`src/rtl/simt_div_pkg.sv`:
```
package simt_div_pkg;

  typedef enum logic [1:0] {
    BR_NONE_TAKEN = 2'd0,
    BR_ALL_TAKEN  = 2'd1,
    BR_SPLIT      = 2'd2
  } br_kind_e;

  // Classify a branch from whether any live lane goes each way.
  function automatic br_kind_e classify(input logic any_taken, input logic any_other);
    if (any_taken && any_other) return BR_SPLIT;
    if (any_taken)              return BR_ALL_TAKEN;
    return BR_NONE_TAKEN;
  endfunction

endpackage

```
`src/rtl/simt_lane_split.sv`:
```
module simt_lane_split
  import simt_div_pkg::*;
#(
  parameter int LANES = 32
) (
  input  logic [LANES-1:0] cond,
  input  logic [LANES-1:0] mask,
  output logic [LANES-1:0] taken,
  output logic [LANES-1:0] other,
  output br_kind_e         kind
);

  // Only live lanes vote.
  function automatic logic [LANES-1:0] live_true(input logic [LANES-1:0] c,
                                                 input logic [LANES-1:0] m);
    return c & m;
  endfunction

  function automatic logic [LANES-1:0] live_false(input logic [LANES-1:0] c,
                                                  input logic [LANES-1:0] m);
    return ~c & m;
  endfunction

  always_comb begin
    taken = live_true(cond, mask);
    other = live_false(cond, mask);
    kind  = classify(|taken, |other);
  end

endmodule

```
`src/rtl/simt_recon_stack.sv`:
```
module simt_recon_stack #(
  parameter int LANES = 32,
  parameter int PC_W  = 32,
  parameter int DEPTH = 8
) (
  input  logic             clk,
  input  logic             rst_n,
  input  logic             push,
  input  logic             pop,
  input  logic [PC_W-1:0]  push_rpc,
  input  logic [PC_W-1:0]  push_else_pc,
  input  logic [LANES-1:0] push_else_mask,
  input  logic [LANES-1:0] push_orig_mask,
  output logic [PC_W-1:0]  top_rpc,
  output logic [PC_W-1:0]  top_pc,
  output logic [LANES-1:0] top_mask,
  output logic             empty,
  output logic             room2
);

  localparam int SP_W = $clog2(DEPTH + 1);

  typedef struct packed {
    logic [PC_W-1:0]  rpc;
    logic [PC_W-1:0]  pc;
    logic [LANES-1:0] mask;
  } ent_t;

  logic [SP_W-1:0] sp_q;
  ent_t            slot_q [DEPTH];
  ent_t            ent_lo;
  ent_t            ent_hi;
  ent_t            top;

  // Lower entry restores the pre-branch mask at the reconvergence PC,
  // upper entry starts the else path when the if path reaches it.
  assign ent_lo = '{rpc: push_rpc, pc: push_rpc,     mask: push_orig_mask};
  assign ent_hi = '{rpc: push_rpc, pc: push_else_pc, mask: push_else_mask};

  for (genvar i = 0; i < DEPTH; i++) begin : g_slot
    ent_t q;
    always_ff @(posedge clk or negedge rst_n) begin
      if (!rst_n) begin
        q <= '0;
      end else if (push && sp_q == SP_W'(i)) begin
        q <= ent_lo;
      end else if (push && (sp_q + SP_W'(1)) == SP_W'(i)) begin
        q <= ent_hi;
      end
    end
    assign slot_q[i] = q;
  end

  always_ff @(posedge clk or negedge rst_n) begin
    if (!rst_n)    sp_q <= '0;
    else if (push) sp_q <= sp_q + SP_W'(2);
    else if (pop)  sp_q <= sp_q - SP_W'(1);
  end

  always_comb begin
    top = '0;
    for (int i = 0; i < DEPTH; i++) begin
      if (sp_q == SP_W'(i + 1)) top = slot_q[i];
    end
  end

  assign top_rpc  = top.rpc;
  assign top_pc   = top.pc;
  assign top_mask = top.mask;
  assign empty    = (sp_q == '0);
  assign room2    = (int'(sp_q) + 2 <= DEPTH);

  // the pointer stays within the stack depth.
  a_r7_sp_bound: assert property (@(posedge clk) disable iff (!rst_n)
    int'(sp_q) <= DEPTH);
  // a pop removes exactly one entry.
  a_r7_pop_one: assert property (@(posedge clk) disable iff (!rst_n)
    pop && !push |=> sp_q == $past(sp_q) - SP_W'(1));
  // a split adds exactly two entries.
  a_r3_push_two: assert property (@(posedge clk) disable iff (!rst_n)
    push |=> sp_q == $past(sp_q) + SP_W'(2));
  // the owner never pushes into a stack without room.
  a_r8_push_fits: assert property (@(posedge clk) disable iff (!rst_n)
    push |-> room2);
  // push and pop never coincide.
  a_r10_no_push_pop: assert property (@(posedge clk) disable iff (!rst_n)
    !(push && pop));
  // pop only from a stack with entries.
  a_r7_pop_nonempty: assert property (@(posedge clk) disable iff (!rst_n)
    pop |-> !empty);

endmodule

```
`src/rtl/simt_diverge_unit.sv`:
```
module simt_diverge_unit
  import simt_div_pkg::*;
#(
  parameter int LANES   = 32,
  parameter int PC_W    = 32,
  parameter int DEPTH   = 8,
  parameter int PC_STEP = 4
) (
  input  logic             clk,
  input  logic             rst_n,
  input  logic             br_valid,
  input  logic [LANES-1:0] br_cond,
  input  logic [PC_W-1:0]  br_target,
  input  logic [PC_W-1:0]  br_fall,
  input  logic [PC_W-1:0]  br_reconv,
  input  logic [PC_W-1:0]  cur_pc,
  output logic [LANES-1:0] active_mask,
  output logic [PC_W-1:0]  next_pc,
  output logic             err_overflow
);

  logic [LANES-1:0] mask_q;
  logic [LANES-1:0] taken_lanes;
  logic [LANES-1:0] other_lanes;
  br_kind_e         kind;

  logic [PC_W-1:0]  top_rpc;
  logic [PC_W-1:0]  top_pc;
  logic [LANES-1:0] top_mask;
  logic             stk_empty;
  logic             stk_room2;

  // Named internal events for assertions.
  logic pop_hit;   // current PC reached the top entry's reconvergence PC
  logic br_live;   // branch event that is not overridden by a pop
  logic div_go;    // divergent branch with room: split the warp
  logic ovf_hit;   // divergent branch without room

  simt_lane_split #(.LANES(LANES)) u_split (
    .cond  (br_cond),
    .mask  (mask_q),
    .taken (taken_lanes),
    .other (other_lanes),
    .kind  (kind)
  );

  simt_recon_stack #(.LANES(LANES), .PC_W(PC_W), .DEPTH(DEPTH)) u_stack (
    .clk            (clk),
    .rst_n          (rst_n),
    .push           (div_go),
    .pop            (pop_hit),
    .push_rpc       (br_reconv),
    .push_else_pc   (br_fall),
    .push_else_mask (other_lanes),
    .push_orig_mask (mask_q),
    .top_rpc        (top_rpc),
    .top_pc         (top_pc),
    .top_mask       (top_mask),
    .empty          (stk_empty),
    .room2          (stk_room2)
  );

  assign pop_hit = !stk_empty && (cur_pc == top_rpc);
  assign br_live = br_valid && !pop_hit;
  assign div_go  = br_live && (kind == BR_SPLIT) && stk_room2;
  assign ovf_hit = br_live && (kind == BR_SPLIT) && !stk_room2;

  always_comb begin
    if (pop_hit)                              next_pc = top_pc;
    else if (br_live && kind == BR_NONE_TAKEN) next_pc = br_fall;
    else if (br_live)                         next_pc = br_target;
    else                                      next_pc = cur_pc + PC_W'(PC_STEP);
  end

  always_ff @(posedge clk or negedge rst_n) begin
    if (!rst_n) begin
      mask_q       <= '1;
      err_overflow <= 1'b0;
    end else begin
      if (pop_hit)     mask_q <= top_mask;
      else if (div_go) mask_q <= taken_lanes;
      if (ovf_hit)     err_overflow <= 1'b1;
    end
  end

  assign active_mask = mask_q;

  // the warp always keeps at least one live lane.
  a_r3_mask_live: assert property (@(posedge clk) disable iff (!rst_n)
    active_mask != '0);
  // a uniform branch leaves the mask as it was.
  a_r2_uniform_hold: assert property (@(posedge clk) disable iff (!rst_n)
    br_live && kind != BR_SPLIT |=> active_mask == $past(active_mask));
  // after a split, only live lanes with condition 1 stay on.
  a_r3_if_first: assert property (@(posedge clk) disable iff (!rst_n)
    div_go |=> active_mask == ($past(br_cond) & $past(active_mask)));
  // overflow keeps the mask and raises the flag.
  a_r8_ovf_hold: assert property (@(posedge clk) disable iff (!rst_n)
    ovf_hit |=> active_mask == $past(active_mask) && err_overflow);
  // the flag is sticky until reset.
  a_r8_sticky: assert property (@(posedge clk) disable iff (!rst_n)
    err_overflow |=> err_overflow);
  // a quiet cycle keeps the mask.
  a_r9_quiet_hold: assert property (@(posedge clk) disable iff (!rst_n)
    !br_valid && !pop_hit |=> active_mask == $past(active_mask));

endmodule

```
`config.mk`:
```
export PLATFORM = sky130hd
export DESIGN_NAME = simt_diverge_unit
export DESIGN_NICKNAME = d
export VERILOG_FILES = /design/src/rtl/simt_div_pkg.sv /design/src/rtl/simt_lane_split.sv /design/src/rtl/simt_recon_stack.sv /design/src/rtl/simt_diverge_unit.sv
export SDC_FILE = /design/constraint.sdc
export NUM_CORES = 2
export LEC_CHECK = 0
export BUFFER_PORTS_ARGS = -buffer_cell sky130_fd_sc_hd__buf_2
export CAP_MARGIN = 20
export CORE_MARGIN = 2
export CORE_UTILIZATION = 60
export CTS_CLUSTER_DIAMETER = 40
export CTS_CLUSTER_SIZE = 28
export DETAILED_ROUTE_END_ITERATION = 16
export PLACE_DENSITY = 0.78
export RECOVER_POWER = 25
export SLEW_MARGIN = 20
export SYNTH_ARGS = -nofsm -noshare
export SYNTH_HDL_FRONTEND = slang
export SYNTH_SLANG_ARGS = --single-unit
```
`constraint.sdc`:
```
create_clock -name clk -period 9 [get_ports clk]
set_input_delay 1.8 -clock clk [delete_from_list [all_inputs] [get_ports clk]]
set_output_delay 1.8 -clock clk [all_outputs]
set_load 0.005 [all_outputs]
```
==> flow_summary.json <==
{
  "maxCapViolations": 2,
  "synth_warnings": 0,
  "switching_share_pct": 24.19,
  "clock_skew_ns": 0.05477,
  "p_int_w": 0.006696,
  "postCtsResizedCells": 0,
  "setup_viol": 0,
  "vias": 39870,
  "arrival_ns": 5.91,
  "clk_path_buf_depth": 3,
  "p_leak_nw": 20.94,
  "crit_chain": "inv_1 > ha_4 > nor2b_2 > buf_4 > a311o_1 > a211oi_1 > a2111oi_0 > nor3_1 > nand4_1 > nor4_2 > nand2_4 > o211ai_1 > o21ai_0 > buf_2",
  "synthFlopType": "dfrtp_1",
  "avgSynthCellArea_um2": 10.20,
  "synth_area_leader_cell": "dfrtp_1",
  "run_status": "finished with violations",
  "drc_errors": 0,
  "layout.cells.non_filler": 5092,
  "cts.sinks": 805,
  "cts_setup_buffers": 0,
  "rsz0062_at_grt": "no",
  "seq_power_share_pct": 41.0,
  "first_global_vias": 39100,
  "dr.pass1.iters": 8,
  "worst_setup_path_start_kind": "flip-flop",
  "min-delay-path-class": "reg2reg",
  "crit_type": "reg2out",
  "fillCellCount": 5269,
  "die-area_um2": 73160,
  "period_share_pct": 85.66,
  "clk_transition_reported_paths_ns": 0.06,
  "report.final.hold_viol_count": 0,
  "syn2layout_area_growth_pct": 12.14,
  "fp.dieW_um": 270.5,
  "critPathRequiredTime_ns": 7.20,
  "power_frac_comb_pct": 3.7,
  "synth_cells": 4176,
  "antenna_found_initial": 12,
  "finalCoreUtilization_pct": 68.11,
  "power_switching_w": 0.002137,
  "grt_pass1_wl_um": 248100,
  "synth_area_um2": 42610,
  "placed_area_um2": 43560,
  "synthTopCellsByCount": "773 x dfrtp_1, 395 x clkbuf_1, 364 x o21ai_0",
  "cts_tree": "built",
  "power_per_cell_area_nw_per_um2": 184.9,
  "dp_cells": 4865,
  "crit_path_end_kind": "primary output",
  "min_period_ns": 7.709,
  "peakVddDrop_v": 0.0002199,
  "fin_tns_setup_ns": 0,
  "tightest_slew_ns": 5.313,
  "violations": "max-capacitance violations, max-slew violations",
  "synth_top_area_share_pct": 45.40,
  "overflow": 0,
  "synth-async-reset-ratio_pct": 100.0,
  "max_stage_delay_ns": 0.73,
  "h-tree-depth": 3,
  "drive_gt1_share_pct": 20.61,
  "viasPerCell": 7.829,
  "core_area_um2": 70150,
  "final_cell_area_um2": 47780,
  "clk-insertion-delay-late_ns": 0.71,
  "hpwlAfterDp_um": 93840,
  "synth_area_leaders": "dfrtp_1 45%, mux2_2 6.3%, a32o_1 5.3%",
  "gp_routability_congestion": 1.062,
  "rows": 97,
  "synth_edf_count": 0,
  "numCtsBuffers": 115,
  "initial_core_util_pct": 60.74,
  "maxSlewViolCount": 160,
  "postRouteAntennaNets": 0,
  "cp_max_fo": 72,
  "port_buffers": 227,
  "clockPowerShare_pct": 55.3,
  "root_buffer": "clkbuf_16",
  "track_usage_pct": 44.34,
  "wl_per_cell_um": 32.61,
  "synth.most_common_cell": "dfrtp_1",
  "ys_seq_elements": 805,
  "synth_cell_types": 78,
  "grt_max_degree": 189,
  "seq_area_frac_synth_pct": 47.37,
  "drt_wl_total_um": 166100,
  "nNetsFinal": 4214,
  "cpMaxStageDelayCell": "ha_4",
  "ctsHoldBuffers": 0,
  "maxClockFrequency_mhz": 129.7,
  "io_pins": 228,
  "syn-num-nets": 4348,
  "relSlewSlack_pct": -254.2,
  "dieHeight_um": 270.5,
  "drt_iter0_markers": 6763
}
critical path: cells and delay by family, from the launching register on:
family,cells,cell delay [ns]
buf+inv,3,0.66
simple gates,5,1.77
fa+ha+maj,1,0.73
compound gates,5,1.53
flops,1,0.46
cells in the final DEF, fill, tap and decap left out, types with 11 or more instances in the layout:
master,Yosys,final
xnor2_1,36,36
a221oi_1,90,90
nor2b_1,24,22
dfstp_2,32,32
a31oi_1,11,11
o21ai_0,364,364
bufinv_16,0,17
inv_1,66,66
nand3_1,76,72
buf_4,6,82
nand2_1,261,248
inv_6,0,19
clkinv_4,0,18
a221o_1,19,19
dfrtp_1,773,773
o211ai_1,205,205
mux2_2,238,238
o22ai_1,249,249
a21o_1,28,28
a211oi_1,11,11
clkinv_2,0,11
a32o_1,227,227
nand2b_1,25,25
and3_1,15,15
a2bb2oi_1,227,227
clkbuf_16,0,117
nand4_1,16,16
nor3b_1,17,17
a22o_1,29,29
buf_2,112,226
clkinvlp_4,0,12
a21oi_1,115,115
mux2i_1,80,80
a22oi_1,152,152
nor2_1,61,57
worst paths after layout:
| path | start | endpoint | slack (ns) | depth (start not counted) |
|---|---|---|---|---|
| worst max-delay path | u_stack.sp_q[0] | next_pc[0] | 1.29 | 14 |
| worst min-delay path | u_stack.g_slot[4].q[22] | u_stack.g_slot[4].q[22] | 0.49 | 1 |
| worst max register to register | u_stack.sp_q[1] | u_stack.g_slot[4].q[52] | 2.49 | 15 |
| worst min register to register | u_stack.g_slot[4].q[22] | u_stack.g_slot[4].q[22] | 0.49 | 1 |
| max in group asynchronous | rst_n | u_stack.g_slot[6].q[62] | 2.08 | 2 |
| min in group asynchronous | rst_n | u_stack.g_slot[2].q[51] | 3.03 | 1 |
power groups by stage:
stage               Combinational [W]  Sequential, W  Clock [W]
detailed placement           0.000319        0.00369          0
global placement             0.000318        0.00369          0
floorplan                    0.000111        0.00369          0
CTS                          0.000320        0.00362    0.00487
finish                       0.000330        0.00362    0.00488
global route                 0.000349        0.00362    0.00505
logic make-up after synthesis:
| logic type | Yosys count | share of synthesized area [%] |
|---|---|---|
| fa+ha+maj | 9 | 0.2643 |
| buf+inv | 633 | 6.011 |
| mux | 320 | 8.222 |
| flops | 805 | 47.37 |
| simple gates | 563 | 6.352 |
| xor+xnor | 42 | 0.8633 |
| compound gates | 1804 | 30.92 |
through the flow:
stage	total power, W	worst slack (ns)	hold slack, ns
after floorplan	0.003797	3.005	0.4653
after global routing	0.009017	1.060	0.4970
final	0.008833	1.291	0.4914
after global placement	0.004003	2.111	0.4728
after CTS	0.008816	1.462	0.4926
after detailed placement	0.004004	2.139	0.4807
area by class of cell:
type	count	area [um2]	area share, %
Inverter	66	247.7	0.5185
Timing Repair Buffer	316	1861	3.894
Antenna cell	8	20.02	0.04190
Multi-Input combinational cell	2738	20080	42.03
Clock inverter	85	1117	2.338
Sequential cell	805	20180	42.24
Clock buffer	134	3092	6.470
Tap cell	940	1176	2.461
metal layers:
layer  vias to the layer above  track usage [%]  part of all wire, %
li1                      15920                -                    -
met1                     19680            59.00                   37
met2                      3501            63.14                   43
met3                       760            15.21                   15
met4                         6            25.53                  6.3
met5                         -                0                0.020
registers in the layout (all words and copies together) (netlist names):
| signal | cells |
|---|---|
| active_mask | 32 |
| err_overflow | 1 |
| u_stack.g_slot.q | 768 |
| u_stack.sp_q | 4 |
Power figures use the tool's default switching activity.
